==> src/rtl/bpg_pkg.sv <==
package bpg_pkg;
    typedef enum logic {
        ST_IDLE = 1'b0,
        ST_RUN  = 1'b1
    } bpg_state_e;
endpackage

==> src/rtl/bpg_sync.sv <==
module bpg_sync #(
    parameter int STAGES = 2
) (
    input  logic clk,
    input  logic rst,
    input  logic din,
    output logic level_o,
    output logic rise_o
);
    typedef struct packed {
        logic [STAGES-1:0] chain;
        logic              prev;
    } sync_t;

    sync_t s_d, s_q;

    always_comb begin
        s_d       = s_q;
        s_d.chain = {s_q.chain[STAGES-2:0], din};
        s_d.prev  = s_q.chain[STAGES-1];
    end

    always_ff @(posedge clk) begin
        if (rst) s_q <= '0;
        else     s_q <= s_d;
    end

    assign level_o = s_q.chain[STAGES-1];
    assign rise_o  = s_q.chain[STAGES-1] & ~s_q.prev;

    // an edge report lasts one cycle only
    p_rise_single_r2: assert property (@(posedge clk) disable iff (rst)
        rise_o |=> !rise_o);
endmodule

==> src/rtl/bpg_lockout.sv <==
module bpg_lockout #(
    parameter int LOCK_CYCLES = 1 << 20
) (
    input  logic clk,
    input  logic rst,
    input  logic run_i,
    output logic stop_o
);
    localparam int CW = (LOCK_CYCLES > 2) ? $clog2(LOCK_CYCLES) : 1;
    localparam logic [CW-1:0] LAST = CW'(LOCK_CYCLES - 1);

    typedef struct packed {
        logic [CW-1:0] cnt;
    } lock_t;

    lock_t l_d, l_q;

    always_comb begin
        l_d = l_q;
        if (run_i && (l_q.cnt != LAST)) l_d.cnt = l_q.cnt + 1'b1;
        else                            l_d.cnt = '0;
    end

    always_ff @(posedge clk) begin
        if (rst) l_q <= '0;
        else     l_q <= l_d;
    end

    assign stop_o = run_i && (l_q.cnt == LAST);

    p_stop_single_r4: assert property (@(posedge clk) disable iff (rst)
        stop_o |=> !stop_o);
    p_count_bound_r4: assert property (@(posedge clk) disable iff (rst)
        l_q.cnt <= LAST);
endmodule

==> src/rtl/bpg_ctrl.sv <==
module bpg_ctrl
    import bpg_pkg::*;
(
    input  logic clk,
    input  logic rst,
    input  logic btn_rise_i,
    input  logic stop_i,
    output logic run_o,
    output logic pulse_o
);
    typedef struct packed {
        bpg_state_e st;
        logic       pulse;
        logic       stop_prev;
    } ctrl_t;

    ctrl_t c_d, c_q;
    logic  stop_rise;

    assign stop_rise = stop_i & ~c_q.stop_prev;

    always_comb begin
        c_d           = c_q;
        c_d.pulse     = 1'b0;
        c_d.stop_prev = stop_i;
        unique case (c_q.st)
            ST_IDLE: begin
                if (btn_rise_i) begin
                    c_d.st    = ST_RUN;
                    c_d.pulse = 1'b1;
                end
            end
            ST_RUN: begin
                if (stop_rise) c_d.st = ST_IDLE;
            end
            default: c_d.st = ST_IDLE;
        endcase
    end

    always_ff @(posedge clk) begin
        if (rst) c_q <= '{st: ST_IDLE, pulse: 1'b0, stop_prev: 1'b0};
        else     c_q <= c_d;
    end

    assign run_o   = (c_q.st == ST_RUN);
    assign pulse_o = c_q.pulse;

    p_pulse_entry_r3: assert property (@(posedge clk) disable iff (rst)
        pulse_o |-> (run_o && $past(c_q.st) == ST_IDLE));
    p_accept_edge_r2: assert property (@(posedge clk) disable iff (rst)
        (c_q.st == ST_IDLE && btn_rise_i) |=> pulse_o);
    p_hold_run_r5: assert property (@(posedge clk) disable iff (rst)
        (c_q.st == ST_RUN && !stop_rise) |=> (run_o && !pulse_o));
    p_quiet_idle_r8: assert property (@(posedge clk) disable iff (rst)
        (c_q.st == ST_IDLE && !btn_rise_i) |=> !run_o);
endmodule

==> src/rtl/btn_pulse_gen.sv <==
module btn_pulse_gen #(
    parameter int SYNC_STAGES = 2,
    parameter int LOCK_CYCLES = 1 << 20
) (
    input  logic clk,
    input  logic rst,
    input  logic btn_i,
    output logic run_o,
    output logic pulse_o
);
    logic btn_level;
    logic btn_rise;
    logic stop;
    logic run;

    bpg_sync #(.STAGES(SYNC_STAGES)) u_sync (
        .clk     (clk),
        .rst     (rst),
        .din     (btn_i),
        .level_o (btn_level),
        .rise_o  (btn_rise)
    );

    bpg_lockout #(.LOCK_CYCLES(LOCK_CYCLES)) u_lock (
        .clk    (clk),
        .rst    (rst),
        .run_i  (run),
        .stop_o (stop)
    );

    bpg_ctrl u_ctrl (
        .clk        (clk),
        .rst        (rst),
        .btn_rise_i (btn_rise),
        .stop_i     (stop),
        .run_o      (run),
        .pulse_o    (pulse_o)
    );

    assign run_o = run;

    // a steady held level cannot start a run
    p_held_no_start_r6: assert property (@(posedge clk) disable iff (rst)
        (!run && $past(btn_level) && btn_level) |=> !pulse_o);
endmodule

==> config.mk <==
export PLATFORM = sky130hd
export DESIGN_NAME = btn_pulse_gen
export DESIGN_NICKNAME = d
export VERILOG_FILES = /design/src/rtl/bpg_pkg.sv /design/src/rtl/bpg_sync.sv /design/src/rtl/bpg_lockout.sv /design/src/rtl/bpg_ctrl.sv /design/src/rtl/btn_pulse_gen.sv
export SDC_FILE = /design/constraint.sdc
export NUM_CORES = 1
export LEC_CHECK = 0
export ABC_CLOCK_PERIOD_IN_PS = 3900
export BUFFER_PORTS_ARGS = -buffer_cell sky130_fd_sc_hd__buf_4
export CORE_ASPECT_RATIO = 0.75
export CORE_UTILIZATION = 55
export CTS_BUF_LIST = sky130_fd_sc_hd__clkbuf_4 sky130_fd_sc_hd__clkbuf_8 sky130_fd_sc_hd__clkbuf_16
export CTS_CLUSTER_SIZE = 12
export DETAILED_ROUTE_END_ITERATION = 10
export PLACE_DENSITY = 0.73
export SLEW_MARGIN = 10
export SYNTH_ARGS = -nofsm -noshare
export SYNTH_HDL_FRONTEND = slang
export SYNTH_SLANG_ARGS = --single-unit
==> constraint.sdc <==
create_clock -name clk -period 3.9 [get_ports clk]
set_input_delay 0.78 -clock clk [delete_from_list [all_inputs] [get_ports clk]]
set_output_delay 0.78 -clock clk [all_outputs]
set_load 0.01 [all_outputs]
==> metrics <==
Seq/Total Area, Yosys 48.71%; Slew HR 37.99%; final net count 128; Root Buffer clkbuf_4; Area Growth Syn to Fin 9.836%; Setup crit end kind register; count leader, synth dfxtp_1; first-pass GRT wire length 3.022 mm; min-delay src u_sync.s_q[0]$_SDFF_PP0_; Pins Over Slew Limit 0; Worst Path Class, Setup reg -> reg; post-route setup TNS 0 ns; CTS resizes 0; cts hold-fix bufs 0; register bit total from synthesis 26; top cell type's share of synthesized area 48.71%; drt wl/cell 13.11 microns; Critical Path RT 4.09 ns; pre-CTS setup slack 1.691 ns; Peak Freq 446.4 MHz; global route overflow 0; placeable core area 1773 sq um; syn_area_per_cell 9.211 sq um; Min-Delay Endpoint u_ctrl.pulse_o$_SDFF_PP0_; RSZ-0062 raised after global routing false; Vias 818; initial antenna violation count 0; total leakage power 0.3545 nW; Clock Sinks 26; Final Hold Fails 0; max incr delay on CP 0.75 ns; Area after DPL 1121 sq um; Post CTS Setup Buffer Count 0; drt drc 0; clk_skew 0.005868 ns; pin count of the biggest net entering global routing 16; Clock Latency Late Sink 0.32 ns; GRT Total Usage 20.98%; design area 1174 sq um; Startpoint Class register; # setup viols final 0; R2R cell count 4; total power 0.0004628 W; reg2reg start u_lock.l_q[5]$_SDFF_PP0_; Cells after Synth 116; CTS H-tree depth 1; IO Pins 5; status complete, no violations; critical path's slowest cell o21ai_1; worst slew pin tran 0.9239 ns; Cell Area, Synth 1069 sq um; ant diodes 0; CP Max Fanout 14; Tmin final 2.240 ns; vias in the first global route 680; post-synth top area cell dfxtp_1; Die Span Y 40.17 microns; I/O Buffers 4; detailed placer's ending HPWL 1.389 mm; # rows 13; setup ws final 1.660 ns; cell chain of the critical path nand3_2 > or4_4 > o21ai_1 > nor2_1; Synth cell types 31; ys async rst share 0%; R2R setup slack 1.66 ns; HP Class reg -> reg; TritonCTS Buffers 3; Yosys warning count 0; final wirelength 1.901 mm; main flop type after synthesis dfxtp_1; Die Wd 52.90 microns; clock buffer depth 2; Clock Pin Slew Worst Setup and Hold Paths 0.14 ns; top post-synthesis cells by count 26 x dfxtp_1, 16 x nor2_1, 7 x nand4_1; initial core utilization 60.27%; fraction of layout instances using a drive strength above 1 8.130%; Reg2Reg Capture Point u_lock.l_q[14]$_SDFF_PP0_; Tcrit/Tclk final 57.43%; Post-Syn Nets 120; Final ANT Viol Nets 0; synth top area cells dfxtp_1 49%, nor2_1 5.6%, xnor2_1 4.9%; Max Cap Viol 0; Post-synth EDFFs 0; Cell Pwr Density 394.3 nW/um^2; worst path bufs/invs 0; die area 2125 sq um; Hold Crit Depth 1; Top delay family on crit path simple AND/OR/NAND/NOR gates; final core area utilization 66.20%; drt first pass iters 4; GPL Wtd Cong 0.7681; vias per cell 5.641; Data arrival, critical path 2.43 ns; CTS tree done; Crit. Startpoint u_lock.l_q[5]$_SDFF_PP0_; initial drt markers 13; Max IR drop VDD 0.3272 mV
## stage by stage
stage | hold WS [ns] | instances
after floorplan | 0.3804 | 116
after global placement | 0.3899 | 141
after detailed placement | 0.4108 | 141
after CTS | 0.4311 | 145
after global routing | 0.4542 | 145
final | 0.4243 | 145
## cells in the final DEF, fill, tap and decap left out, types with 5 or more instances in the layout
cell type and count:
dfxtp_1 26, nor2_1 16, nand4_1 7, nand2_1 6, xnor2_1 6, xor2_1 6, a21oi_1 5
## metal layers
layer	GRT usage, %	vias to the layer above	part of all wire [%]	routed length [microns]
li1	-	431	-	-
met1	27.17	371	52	987
met2	32.91	14	44	836
met3	8.712	2	3.5	67
met4	4.605	0	0.53	10
met5	0	-	0	0
## worst register-to-register path, cell delays in order, from the launching register on
cell,delay [ns]
dfxtp_1,0.44
nand3_2,0.18
or4_4,0.61
o21ai_1,0.75
nor2_1,0.13
## report_power, final
part	internal (W)	switching (W)
Combinational	0.00000413	0.00000441
Clock	0.000104	0.0000807
Sequential	0.000268	0.00000140
Total	0.000376	0.0000865
## final cells by class
cell class / instances / area (sq um)
clock buffers: 3 / 22.52
clock inverters: 1 / 30.03
fillers: 145 / 599.3
inverters: 3 / 11.26
multi-input cells: 86 / 531.8
flip-flops and latches: 26 / 520.5
well taps: 22 / 27.53
repair buffers: 4 / 30.03
## registers in the layout, summed over array words and instances, names as in the netlist
name / flops
u_ctrl.c_q: 1
u_lock.l_q: 20
u_ctrl.run_o: 1
u_sync.level_o: 1
u_sync.s_d: 1
u_sync.s_q: 1
u_ctrl.pulse_o: 1
## cell families after synthesis
group | after synthesis | share of synthesized area, %
multiplexers | 1 | 0.9368
AO/OA/AOI/OAI | 14 | 7.845
buffers and inverters | 4 | 1.522
AND/OR/NAND/NOR | 58 | 29.98
flip-flops | 26 | 48.71
XOR/XNOR | 12 | 9.836
adder cells (fa/ha/maj) | 1 | 1.171
## worst max-delay path by stage
stage	end	slack [ns]	cells past startpoint
2_1_floorplan	u_lock.l_q[19]$_SDFF_PP0_	2.14	4
3_3_place_gp	u_lock.l_q[3]$_SDFF_PP0_	1.74	4
3_5_place_dp	u_lock.l_q[10]$_SDFF_PP0_	1.69	4
4_1_cts	u_lock.l_q[14]$_SDFF_PP0_	1.66	4
5_1_grt	u_lock.l_q[14]$_SDFF_PP0_	1.45	4
6_report	u_lock.l_q[14]$_SDFF_PP0_	1.66	4
Note: power is estimated with default switching activity, not from simulation.
